## src/rtl/evr_pkg.sv

```systemverilog
package evr_pkg;
    localparam int REC_BYTES  = 16;
    localparam int WORD_BYTES = 4;
    localparam int WORD_W     = 32;
    localparam int REC_WORDS  = REC_BYTES / WORD_BYTES;
    localparam int REC_SHIFT  = $clog2(REC_BYTES);
    localparam int WB_SHIFT   = $clog2(WORD_BYTES);
    localparam int FIELD_W    = 4;
    localparam int CODE_LSB   = 28;
    localparam int INFO_LSB   = 24;
    localparam int CFG_AW     = 12;

    localparam logic [CFG_AW-1:0] RA_BASE_LO = 12'h008;
    localparam logic [CFG_AW-1:0] RA_BASE_HI = 12'h00C;
    localparam logic [CFG_AW-1:0] RA_LEN     = 12'h010;
    localparam logic [CFG_AW-1:0] RA_WPTR    = 12'h020;
    localparam logic [CFG_AW-1:0] RA_DBELL   = 12'h400;

    localparam logic [FIELD_W-1:0] ST_DONE = 4'd1;
    localparam logic [FIELD_W-1:0] ST_FAIL = 4'd4;
endpackage

```

## src/rtl/evr_regs.sv

```systemverilog
module evr_regs
    import evr_pkg::*;
#(
    parameter int ADDR_W  = 64,
    parameter int OFF_W   = 16,
    parameter int DEF_LEN = 128
) (
    input  logic                clk,
    input  logic                rst_n,
    input  logic                cfg_we,
    input  logic [CFG_AW-1:0]   cfg_addr,
    input  logic [WORD_W-1:0]   cfg_wdata,
    input  logic [OFF_W-1:0]    wptr,
    output logic [WORD_W-1:0]   cfg_rdata,
    output logic [ADDR_W-1:0]   ring_base,
    output logic [OFF_W-1:0]    ring_len,
    output logic [OFF_W-1:0]    rd_off,
    output logic                len_wr
);
    localparam int HI_W = ADDR_W - WORD_W;

    typedef struct packed {
        logic [WORD_W-1:0] base_lo;
        logic [HI_W-1:0]   base_hi;
        logic [OFF_W-1:0]  len;
        logic [OFF_W-1:0]  rd;
    } regs_t;

    regs_t st_d, st_q;
    logic [OFF_W-1:0] wr_aligned;

    always_comb begin
        wr_aligned = {cfg_wdata[OFF_W-1:REC_SHIFT], {REC_SHIFT{1'b0}}};
        st_d       = st_q;
        len_wr     = 1'b0;
        if (cfg_we) begin
            unique case (cfg_addr)
                RA_BASE_LO: st_d.base_lo = cfg_wdata;
                RA_BASE_HI: st_d.base_hi = cfg_wdata[HI_W-1:0];
                RA_LEN: begin
                    st_d.len = wr_aligned;
                    st_d.rd  = '0;
                    len_wr   = 1'b1;
                end
                RA_DBELL:   st_d.rd = wr_aligned;
                default: ;
            endcase
        end
    end

    always_ff @(posedge clk or negedge rst_n) begin
        if (!rst_n) begin
            st_q.base_lo <= '0;
            st_q.base_hi <= '0;
            st_q.len     <= OFF_W'(DEF_LEN);
            st_q.rd      <= '0;
        end else begin
            st_q <= st_d;
        end
    end

    always_comb begin
        cfg_rdata = '0;
        unique case (cfg_addr)
            RA_BASE_LO: cfg_rdata = st_q.base_lo;
            RA_BASE_HI: cfg_rdata = WORD_W'(st_q.base_hi);
            RA_LEN:     cfg_rdata = WORD_W'(st_q.len);
            RA_WPTR:    cfg_rdata = WORD_W'(wptr);
            RA_DBELL:   cfg_rdata = WORD_W'(st_q.rd);
            default:    cfg_rdata = '0;
        endcase
    end

    assign ring_base = {st_q.base_hi, st_q.base_lo};
    assign ring_len  = st_q.len;
    assign rd_off    = st_q.rd;


    dbell_align_chk: assert property (@(posedge clk) disable iff (!rst_n)
        rd_off[REC_SHIFT-1:0] == '0);
endmodule

```

## src/rtl/evr_ptr.sv

```systemverilog
module evr_ptr
    import evr_pkg::*;
#(
    parameter int OFF_W = 16
) (
    input  logic             clk,
    input  logic             rst_n,
    input  logic [OFF_W-1:0] ring_len,
    input  logic [OFF_W-1:0] rd_off,
    input  logic             len_wr,
    input  logic             advance,
    output logic [OFF_W-1:0] wptr,
    output logic             ring_full
);
    typedef struct packed {
        logic [OFF_W-1:0] wp;
    } ptr_t;

    ptr_t st_d, st_q;
    logic [OFF_W:0]   sum;
    logic [OFF_W-1:0] next_wp;

    always_comb begin
        sum     = {1'b0, st_q.wp} + (OFF_W+1)'(REC_BYTES);
        next_wp = (sum >= {1'b0, ring_len}) ? '0 : sum[OFF_W-1:0];
        st_d    = st_q;
        if (len_wr) begin
            st_d.wp = '0;
        end else if (advance) begin
            st_d.wp = next_wp;
        end
    end

    always_ff @(posedge clk or negedge rst_n) begin
        if (!rst_n) begin
            st_q.wp <= '0;
        end else begin
            st_q <= st_d;
        end
    end

    assign wptr      = st_q.wp;
    assign ring_full = (next_wp == rd_off);


    wp_align_chk: assert property (@(posedge clk) disable iff (!rst_n)
        wptr[REC_SHIFT-1:0] == '0);

    wp_hold_chk: assert property (@(posedge clk) disable iff (!rst_n)
        (!advance && !len_wr) |=> $stable(wptr));

    wp_range_chk: assert property (@(posedge clk) disable iff (!rst_n)
        (ring_len != '0) |-> (wptr < ring_len));
endmodule

```

## src/rtl/evr_emit.sv

```systemverilog
module evr_emit
    import evr_pkg::*;
#(
    parameter int ADDR_W = 64,
    parameter int OFF_W  = 16
) (
    input  logic                clk,
    input  logic                rst_n,
    input  logic                cmp_valid,
    input  logic [FIELD_W-1:0]  cmp_code,
    input  logic [FIELD_W-1:0]  cmp_info,
    input  logic                ring_full,
    input  logic [ADDR_W-1:0]   ring_base,
    input  logic [OFF_W-1:0]    wptr,
    input  logic                mem_ready,
    output logic                cmp_ready,
    output logic                mem_valid,
    output logic [ADDR_W-1:0]   mem_addr,
    output logic [WORD_W-1:0]   mem_wdata,
    output logic                rec_done,
    output logic                eob_irq
);
    localparam int IDX_W = $clog2(REC_WORDS);
    localparam logic [IDX_W-1:0] LAST_IDX = IDX_W'(REC_WORDS - 1);

    typedef struct packed {
        logic               busy;
        logic [IDX_W-1:0]   idx;
        logic [FIELD_W-1:0] code;
        logic [FIELD_W-1:0] info;
        logic               irq;
    } emit_t;

    emit_t st_d, st_q;

    always_comb begin
        st_d     = st_q;
        st_d.irq = 1'b0;
        rec_done = 1'b0;
        if (!st_q.busy) begin
            if (cmp_valid && !ring_full) begin
                st_d.busy = 1'b1;
                st_d.idx  = '0;
                st_d.code = cmp_code;
                st_d.info = cmp_info;
            end
        end else if (mem_ready) begin
            if (st_q.idx == LAST_IDX) begin
                st_d.busy = 1'b0;
                st_d.irq  = 1'b1;
                rec_done  = 1'b1;
            end else begin
                st_d.idx = st_q.idx + 1'b1;
            end
        end
    end

    always_ff @(posedge clk or negedge rst_n) begin
        if (!rst_n) begin
            st_q <= '0;
        end else begin
            st_q <= st_d;
        end
    end

    always_comb begin
        mem_wdata = '0;
        if (st_q.idx == '0) begin
            mem_wdata[CODE_LSB +: FIELD_W] = st_q.code;
            mem_wdata[INFO_LSB +: FIELD_W] = st_q.info;
        end
        mem_addr = ring_base + ADDR_W'(wptr)
                 + (ADDR_W'(st_q.idx) << WB_SHIFT);
    end

    assign cmp_ready = !st_q.busy && !ring_full;
    assign mem_valid = st_q.busy;
    assign eob_irq   = st_q.irq;


    hold_stall_chk: assert property (@(posedge clk) disable iff (!rst_n)
        (mem_valid && !mem_ready) |=> (mem_valid && $stable(mem_addr) && $stable(mem_wdata)));

    accept_start_chk: assert property (@(posedge clk) disable iff (!rst_n)
        (cmp_valid && cmp_ready) |=> mem_valid);

    irq_pulse_chk: assert property (@(posedge clk) disable iff (!rst_n)
        eob_irq |=> !eob_irq);

    irq_idle_chk: assert property (@(posedge clk) disable iff (!rst_n)
        eob_irq |-> !mem_valid);
endmodule

```

## src/rtl/evt_ring_writer.sv

```systemverilog
module evt_ring_writer
    import evr_pkg::*;
#(
    parameter int ADDR_W  = 64,
    parameter int OFF_W   = 16,
    parameter int DEF_LEN = 128
) (
    input  logic               clk,
    input  logic               rst_n,
    input  logic               cfg_we,
    input  logic [11:0]        cfg_addr,
    input  logic [31:0]        cfg_wdata,
    output logic [31:0]        cfg_rdata,
    input  logic               cmp_valid,
    output logic               cmp_ready,
    input  logic [3:0]         cmp_code,
    input  logic [3:0]         cmp_info,
    output logic               mem_valid,
    input  logic               mem_ready,
    output logic [ADDR_W-1:0]  mem_addr,
    output logic [31:0]        mem_wdata,
    output logic               eob_irq
);
    logic [ADDR_W-1:0] ring_base;
    logic [OFF_W-1:0]  ring_len;
    logic [OFF_W-1:0]  rd_off;
    logic [OFF_W-1:0]  wptr;
    logic              len_wr;
    logic              ring_full;
    logic              rec_done;

    evr_regs #(.ADDR_W(ADDR_W), .OFF_W(OFF_W), .DEF_LEN(DEF_LEN)) u_regs (
        .clk       (clk),
        .rst_n     (rst_n),
        .cfg_we    (cfg_we),
        .cfg_addr  (cfg_addr),
        .cfg_wdata (cfg_wdata),
        .wptr      (wptr),
        .cfg_rdata (cfg_rdata),
        .ring_base (ring_base),
        .ring_len  (ring_len),
        .rd_off    (rd_off),
        .len_wr    (len_wr)
    );

    evr_ptr #(.OFF_W(OFF_W)) u_ptr (
        .clk       (clk),
        .rst_n     (rst_n),
        .ring_len  (ring_len),
        .rd_off    (rd_off),
        .len_wr    (len_wr),
        .advance   (rec_done),
        .wptr      (wptr),
        .ring_full (ring_full)
    );

    evr_emit #(.ADDR_W(ADDR_W), .OFF_W(OFF_W)) u_emit (
        .clk       (clk),
        .rst_n     (rst_n),
        .cmp_valid (cmp_valid),
        .cmp_code  (cmp_code),
        .cmp_info  (cmp_info),
        .ring_full (ring_full),
        .ring_base (ring_base),
        .wptr      (wptr),
        .mem_ready (mem_ready),
        .cmp_ready (cmp_ready),
        .mem_valid (mem_valid),
        .mem_addr  (mem_addr),
        .mem_wdata (mem_wdata),
        .rec_done  (rec_done),
        .eob_irq   (eob_irq)
    );


    full_block_chk: assert property (@(posedge clk) disable iff (!rst_n)
        ring_full |-> !cmp_ready);
endmodule

```

## config.mk

```make
export PLATFORM = sky130hd
export DESIGN_NAME = evt_ring_writer
export DESIGN_NICKNAME = d
export VERILOG_FILES = /design/src/rtl/evr_pkg.sv /design/src/rtl/evr_regs.sv /design/src/rtl/evr_ptr.sv /design/src/rtl/evr_emit.sv /design/src/rtl/evt_ring_writer.sv
export SDC_FILE = /design/constraint.sdc
export NUM_CORES = 1
export LEC_CHECK = 0
export BUFFER_PORTS_ARGS = -buffer_cell sky130_fd_sc_hd__buf_2
export CORE_MARGIN = 8
export CORE_UTILIZATION = 56
export CTS_BUF_LIST = sky130_fd_sc_hd__clkbuf_8
export CTS_CLUSTER_SIZE = 8
export DETAILED_ROUTE_END_ITERATION = 12
export PLACE_DENSITY = 0.8
export SLEW_MARGIN = 40
export SYNTH_ARGS = -nofsm -noshare
export SYNTH_HDL_FRONTEND = slang
export SYNTH_SLANG_ARGS = --single-unit
export TNS_END_PERCENT = 50
```

## constraint.sdc

```tcl
create_clock -name clk -period 4.7 [get_ports clk]
set_clock_uncertainty 0.15 [all_clocks]
set_input_delay 0.705 -clock clk [delete_from_list [all_inputs] [get_ports clk]]
set_output_delay 0.705 -clock clk [all_outputs]
set_load 0.01 [all_outputs]
```

# Word level (Yosys, flattened, before mapping)
# Cells that the tools add are included.
# word_totals
register_bits,120
input_bits,57
out_inout_bits,131
elab_cells,55
# classes
addsub,4
order_cmp,1
n_eq_ne,9
muxes,16
n_bitwise,1
n_reduce_logical,14
# ops
operator,count
32-bit one-hot mux with 5 select lines,1
64-bit by 16-bit adder with 64-bit output,1
64-bit by 4-bit adder with 64-bit output,1
16-bit 2-to-1 mux,3
16-bit one-hot mux with 2 select lines,1
12-bit by 4-bit equality test with 1-bit output (second input constant),2
16-bit by 5-bit adder with 17-bit output (second input constant),1
17-bit by 16-bit greater-or-equal comparator with 1-bit output,1
16-bit equality test,1
12-bit by 11-bit equality test with 1-bit output (second input constant),1
12-bit by 5-bit equality test with 1-bit output (second input constant),1
12-bit by 6-bit equality test with 1-bit output (second input constant),1
11-bit 2-to-1 mux,1
2-bit AND reduction,5
8-bit 2-to-1 mux,1
1-bit 2-to-1 mux,6
3-bit 2-to-1 mux,2
2-bit nonzero test,3
2-bit inequality test (second input constant),2
3-bit AND reduction,1
2-bit by 1-bit adder with 2-bit output (second input constant),1
2-bit equality test (second input constant),1
1-bit logical AND,2
1-bit logical NOT,2
other kinds (3),3

# Logic depth before layout (Yosys ltp)
# Gate-level depths: netlist (run 1).
# logic_depth
word_depth,8
mapped_depth,17
ltp_nobuf,15

# By module
# Synthesis (run 1) repeated with hierarchy kept, for this count alone.
# hier_totals
cells_unflattened,910
hier_area_um2,8872.3
# by_module_without_submodules
module,n_inst,cells_per_inst,area_per_inst_um2,seq_area_each_um2
evr_regs,1,316,4170.2,2203.4
evr_emit,1,376,2952.8,300.3
evr_ptr,1,218,1749.2,400.4

# Worst setup path before layout (run 1)
# No wires, ideal clock.
# synth_timing
path_type,register -> output
startpoint,reg u_regs.st_q (netlist bit u_regs.ring_base[2])
endpoint,out mem_addr[25]
arrival_time_ps,3360
required_ps,3845
path_slack_ps,485
path_stages_with_launch,12
n_path_buf,1
cell_sequence,dfrtp_1 > fa_1 > fa_1 > a21oi_1 > o21bai_1 > a2111oi_0 > o31ai_1 > a221oi_1 > nor2_1 > clkbuf_1 > nand4_1 > xnor2_1
# synth_between
elab_chain_cells,2
# synth_lines
element,line,text
from (decl),evr_regs.sv:29,"regs_t st_d, st_q;"
from (signal assigned),evr_regs.sv:58,st_q <= st_d;
64-bit by 16-bit adder with 64-bit output,evr_emit.sv:72,mem_addr = ring_base + ADDR_W'(wptr)
64-bit by 4-bit adder with 64-bit output,evr_emit.sv:73,+ (ADDR_W'(st_q.idx) << WB_SHIFT);
to (decl),evt_ring_writer.sv:20,"output logic [ADDR_W-1:0] mem_addr,"
# No other way between the ends.

# Worst setup path after layout (run 1)
# layout_timing
startpoint,reg u_ptr.st_q (netlist bit u_ptr.wptr[10])
endpoint,out cmp_ready
# layout_between
elab_chain_cells,6
# layout_lines
element,line,text
from (decl),evr_ptr.sv:19,"ptr_t st_d, st_q;"
from (signal assigned),evr_ptr.sv:38,st_q <= st_d;
16-bit by 5-bit adder with 17-bit output (*),evr_ptr.sv:24,"sum = {1'b0, st_q.wp} + (OFF_W+1)'(REC_BYTES);"
17-bit by 16-bit greater-or-equal comparator with 1-bit output,evr_ptr.sv:25,"next_wp = (sum >= {1'b0, ring_len}) ? '0 : sum[OFF_W-1:0];"
16-bit 2-to-1 mux (*),evr_ptr.sv:25,
16-bit equality test (*),evr_ptr.sv:43,assign ring_full = (next_wp == rd_off);
1-bit logical NOT (*),evr_emit.sv:76,assign cmp_ready = !st_q.busy && !ring_full;
1-bit logical AND (*),evr_emit.sv:76,
to (decl),evt_ring_writer.sv:15,"output logic cmp_ready,"
# Mark *: on every way between the ends. The rest lies on a longest branch, timed or not.

==> results of run 1 <==
## power breakdown
group / internal, mW / switching [mW]
sequential: 1.06 / 0.0619
combinational: 0.309 / 0.336
clock: 0.506 / 0.457
## cells by family after synthesis
group                      synth area share (%)
DFF                                        36.4
adders and majority gates                  7.81
muxes                                      15.1
AOI/OAI and AO/OA                          11.0
other                                    0.0470
xor gates and xnor gates                   8.55
and+or+nand+nor                            15.5
buffers and inverters                      5.55
## sequential cells by signal, indices dropped and copies added (netlist names)
name and count:
u_regs.ring_len 12, u_emit.st_q 10, u_ptr.wptr 16, u_emit.eob_irq 1, u_regs.rd_off 12, u_regs.ring_base 64
u_emit.mem_valid 1
## repair_timing
item,in CTS,in global routing
resized for setup,21,26
setup endpoints to repair,40,33
pin swaps,3,14
hold buffers,0,0
setup buffers,4,20
## cell usage after synthesis, types with 8 or more instances
cell      instances
a21o_1            8
and3_1           17
a221o_1          13
a22o_1           14
dfrtp_1         115
buf_4            25
o21ai_0          43
a21oi_1          20
xor2_1           21
mux2_2           65
nand4_1          24
inv_1            29
nor3_1           11
mux2_4            8
and2_1           21
mux2i_1          35
clkbuf_1         28
ha_1             45
nand2_1          68
nor2_1           57
xnor2_1          55
nand3_1          21
## critical path: cells and delay by family (launching register included)
kind	cells	cell delay, ps
simple gates	5	1170
compound gates	5	1140
fa+ha+maj	1	220
flops	1	400
buf+inv	2	200
xor+xnor	1	200
## per-layer routing
| layer | part of all wire (%) | global-route usage [%] | wire [µm] | vias up |
|---|---|---|---|---|
| li1 | - | - | - | 3226 |
| met1 | 42 | 31.6 | 9780 | 3398 |
| met2 | 48 | 38.8 | 11000 | 278 |
| met3 | 7.3 | 5.27 | 1690 | 47 |
| met4 | 2.9 | 9.56 | 663 | 0 |
| met5 | 0 | 0 | 0 | - |
## how the worst max path moves through the flow
| stage | start | endpoint | slack (ps) | cells past startpoint |
|---|---|---|---|---|
| after floorplan | u_regs.ring_base[2] | mem_addr[25] | 480 | 11 |
| after global placement | u_ptr.wptr[4] | cmp_ready | 100 | 16 |
| after detailed placement | u_ptr.wptr[4] | cmp_ready | 60 | 16 |
| after CTS | u_ptr.wptr[5] | cmp_ready | -20 | 15 |
| after global routing | u_ptr.wptr[10] | cmp_ready | -80 | 17 |
| final | u_ptr.wptr[10] | cmp_ready | 60 | 14 |
## final cells by class
class                      count  area [µm²]
clock buffer                  19         262
clock inverter                13         149
fill                        1068        4160
inverter                      31         119
multi-input combinational    634        4910
sequential                   116        2920
tap                          180         225
timing repair buffer         205        1140
==> impl_metrics.env, run 1 <==
export IMPL_status="complete, no violations"
export IMPL_cts_buffers=17
export IMPL_syn_inst=817
export IMPL_cts_root_buf="clkbuf_8"
export IMPL_power_total_mw=2.73
export IMPL_drt_iter0_markers=557
export IMPL_async_flop_share_pct=100
export IMPL_tns_ps=0
export IMPL_dpl_cell_area_um2=8930
export IMPL_numPortBuffers=163
export IMPL_r2r_setup_slack_ps=470
export IMPL_drtAntennaViolNets=0
export IMPL_grt_pass1_vias=6861
export IMPL_synth_area_leaders="dfrtp_1, mux2_2, ha_1"
export IMPL_rows=43
export IMPL_period_share_pct=98.8
export IMPL_crit_chain="nand4_1 > or4_4 > xor2_4 > inv_4 > ha_4 > nor2b_1 > a311oi_2 > o211ai_2 > a2111oi_2 > a41o_1 > o211a_1 > and2_4 > nor2_1 > buf_2"
export IMPL_yosys_register_bits=116
export IMPL_holdWs_ps=108
export IMPL_fin_util_pct=70.1
export IMPL_synth_edff_count=0
export IMPL_drive_gt1_share_pct=35.0
export IMPL_p_leak_nw=5.23
export IMPL_critPathRequiredTime_ps=3850
export IMPL_clock_latency_ps=460
export IMPL_fmax_ghz=0.215
export IMPL_worst_r2r_endpoint="u_emit.st_q[2]"
export IMPL_cts_tree="yes"
export IMPL_ys_types=62
export IMPL_p_per_area_nw_per_um2=281
export IMPL_die_area_um2=18300
export IMPL_finalHoldViolations=0
export IMPL_grt_max_degree=83
export IMPL_reg2regPathDepth=15
export IMPL_r2r_start="u_ptr.wptr[10]"
export IMPL_fin_area_um2=9720
export IMPL_vias=6949
export IMPL_dpl_cell_count=1142
export IMPL_setup_viol=0
export IMPL_worst_slew_pin_slew_ps=696
export IMPL_grt_setup_unrepaired="true"
export IMPL_yosysSeqAreaShare_pct=36.4
export IMPL_layout_commonest_cell="buf_2"
export IMPL_crit_type="reg -> out"
export IMPL_gr_total_overflow=0
export IMPL_drt_first_pass_iters=6
export IMPL_finalWirelength_mm=23.1
export IMPL_place_worst_setup_slack_ps=62.3
export IMPL_syn2layout_area_growth_pct=21.9
export IMPL_period_minus_slack_ps=4640
export IMPL_ios=188
export IMPL_yosysTopAreaCellShare_pct=36.1
export IMPL_crit_fanout=4
export IMPL_die_h_um=135
export IMPL_slowest_delay_ps=620
export IMPL_clk_pin_slew_ps=80
export IMPL_cts_buffer_depth=2
export IMPL_place_congestion=0.886
export IMPL_synth_avg_cell_area_um2=9.76
export IMPL_grt_pass1_wl_mm=35.4
export IMPL_start_util_pct=57.5
export IMPL_drc_errors=0
export IMPL_htreeDepth=4
export IMPL_hold_class="in -> async"
export IMPL_synthesis_area_um2=7980
export IMPL_drv_cap=0
export IMPL_final_cell_mix="buf_2, dfrtp_1, nand2_1, mux2_2, xnor2_1"
export IMPL_start_kind="flop"
export IMPL_ir_worst_vdd_mv=0.298
export IMPL_cp_arrival_ps=3790
export IMPL_fin_ws_ps=57.4
export IMPL_cp_slowest_cell="or4_4"
export IMPL_maxSlewHeadroom_pct=53.6
export IMPL_antenna_found_initial=0
export IMPL_n_antenna_cell=0
export IMPL_track_usage_pct=24.3
export IMPL_drv_slew=0
export IMPL_wl_per_cell_um=19.3
export IMPL_avgViaCountPerCell=5.80
export IMPL_cts_sinks=116
export IMPL_yosysWarnings=0
export IMPL_ys_flop_type="dfrtp_1"
export IMPL_final_cells=1198
export IMPL_core_area_um2=13900
export IMPL_cp_end_kind="output port"
export IMPL_fin_nets=1110
export IMPL_die_width_um=135
export IMPL_netlist_top_cell_by_area="dfrtp_1"
export IMPL_dpl_hpwl_mm=16.8
Note: power is estimated with default switching activity, not from simulation.
==> inputs of run 2 (changes only) <==
Settings changed: CELL_PAD_IN_SITES_DETAIL_PLACEMENT from default to 1, CELL_PAD_IN_SITES_GLOBAL_PLACEMENT from default to 1, CORE_UTILIZATION 56 to 43.
==> impl_metrics.env, run 2 (synthesized netlist as in run 1, its figures left out) <==
export IMPL_p_leak_nw=5.30
export IMPL_largest_register_ffs=64
export IMPL_cts_root_buf="clkbuf_8"
export IMPL_crit_chain="fa_1 > ha_4 > a21oi_2 > o21bai_2 > a2111oi_4 > buf_4 > o31ai_4 > a221oi_2 > buf_4 > nor2_4 > nand3_1 > nor2_1 > xor2_1 > buf_2"
export IMPL_cp_arrival_ps=3740
export IMPL_htreeDepth=4
export IMPL_cts_hold_buf=0
export IMPL_gr_total_overflow=0
export IMPL_finalWirelength_mm=27.5
export IMPL_ios=188
export IMPL_period_minus_slack_ps=4600
export IMPL_grt_pass1_wl_mm=42.7
export IMPL_drt_iter0_markers=320
export IMPL_cts_tree="yes"
export IMPL_crit_type="reg -> out"
export IMPL_drive_gt1_share_pct=36.1
export IMPL_vias=7154
export IMPL_fin_nets=1124
export IMPL_clock_latency_ps=460
export IMPL_cts_sinks=116
export IMPL_holdWs_ps=137
export IMPL_drt_first_pass_iters=5
export IMPL_start_util_pct=43.2
export IMPL_antenna_found_initial=1
export IMPL_n_fill_cell=2111
export IMPL_pwr_share_clk_pct=33.8
export IMPL_clk_pin_slew_ps=90
export IMPL_cp_end_kind="output port"
export IMPL_hold_class="in -> async"
export IMPL_cp_slowest_cell="fa_1"
export IMPL_track_usage_pct=23.1
export IMPL_seqPwrFrac_pct=41.2
export IMPL_drtAntennaViolNets=0
export IMPL_critPathRequiredTime_ps=3850
export IMPL_final_cells=1267
export IMPL_dpl_cell_count=1207
export IMPL_period_share_pct=97.8
export IMPL_slowest_delay_ps=530
export IMPL_die_h_um=152
export IMPL_drv_slew=0
export IMPL_dpl_hpwl_mm=20.7
export IMPL_ir_worst_vdd_mv=0.184
export IMPL_p_per_area_nw_per_um2=274
export IMPL_status="complete, no violations"
export IMPL_numPortBuffers=163
export IMPL_syn2layout_area_growth_pct=24.7
export IMPL_cts_buffers=17
export IMPL_final_cell_mix="buf_2, dfrtp_1, nand2_1, mux2_2, buf_4"
export IMPL_r2r_start="u_ptr.wptr[4]"
export IMPL_p_int_mw=1.81
export IMPL_avgViaCountPerCell=5.65
export IMPL_cp_common_cell="buf_4"
export IMPL_finalHoldViolations=0
export IMPL_setup_worst_path_start="u_regs.ring_base[3]"
export IMPL_start_kind="flop"
export IMPL_setup_viol=0
export IMPL_swShare_pct=33.4
export IMPL_place_congestion=0.863
export IMPL_drv_cap=0
export IMPL_layout_commonest_cell="buf_2"
export IMPL_core_area_um2=18500
export IMPL_cts_buffer_depth=2
export IMPL_rows=50
export IMPL_die_width_um=152
export IMPL_power_total_mw=2.72
export IMPL_crit_fanout=9
export IMPL_grt_pass1_vias=7696
export IMPL_worst_slew_pin_slew_ps=728
export IMPL_wl_per_cell_um=21.7
export IMPL_grt_setup_unrepaired="true"
export IMPL_comb_power_share_pct=25.1
export IMPL_die_area_um2=23200
export IMPL_switchingPower_mw=0.910
export IMPL_fmax_ghz=0.218
export IMPL_maxSlewHeadroom_pct=51.5
export IMPL_grt_max_degree=53
export IMPL_drc_errors=0
==> run 2: worst max-delay path: cells and delay by family, from the launching register on <==
kind                     cells  cell delay, ps
flip-flops                   1             430
buffers and inverters        3             480
adder cells (fa/ha/maj)      2             840
AO/OA/AOI/OAI                5             720
AND/OR/NAND/NOR              3             600
XOR/XNOR                     1             180
==> run 2: per-stage QoR <==
| stage | setup TNS, ps | utilization [%] | area, µm² | setup WS, ps |
|---|---|---|---|---|
| after floorplan | 0 | - | 8060 | 485 |
| after global placement | 0 | 49.2 | 9080 | 121 |
| after detailed placement | -15.2 | 49.2 | 9090 | -15.2 |
| after CTS | 0 | 52.2 | 9640 | 2.68 |
| after global routing | -107 | 53.9 | 9940 | -69.3 |
| final | 0 | 53.9 | 9940 | 103 |
==> run 2: repair_timing <==
item                                    CTS  global route
pin swaps                                 6            15
gates cloned                              0             1
resized for setup                        25            29
setup buffers                            10            16
endpoints found under the setup margin   45            47
==> run 2: final timing paths <==
path / endpoint / slack (ps) / cells after the start
worst min-delay path: u_ptr.wptr[12] / 140 / 1
worst max-delay path: mem_addr[31] / 100 / 14
max in group asynchronous: u_ptr.wptr[9] / 3290 / 2
worst max register to register: u_emit.st_q[7] / 610 / 18
min in group clk: u_emit.st_q[1] / 320 / 2
worst min register to register: u_emit.st_q[7] / 360 / 1
==> run 2: routing by layer <==
layer | GRT usage [%] | wire (µm) | vias to the layer above | part of all wire, %
li1 | - | - | 3262 | -
met1 | 28.3 | 11700 | 3633 | 42
met2 | 39.3 | 13800 | 211 | 50
met3 | 5.10 | 1410 | 48 | 5.1
met4 | 8.23 | 652 | 0 | 2.4
met5 | 0 | 0 | - | 0
==> run 2: final cells by class <==
cell class / count / area [µm²] / share of cell area (%)
repair buffers: 218 / 1230 / 12.4
multi-input cells: 635 / 5010 / 50.4
flip-flops and latches: 116 / 2910 / 29.3
diodes: 1 / 2.50 / 0.0252
clock buffers: 17 / 234 / 2.35
clock inverters: 15 / 148 / 1.48
well taps: 234 / 293 / 2.94
inverters: 31 / 119 / 1.20
==> run 2: power groups by stage <==
stage	combinational [mW]	clock [mW]	sequential, mW
floorplan	0.399	0	1.12
global placement	0.584	0	1.14
detailed placement	0.599	0	1.14
CTS	0.629	0.934	1.11
global route	0.746	0.978	1.13
finish	0.683	0.919	1.12
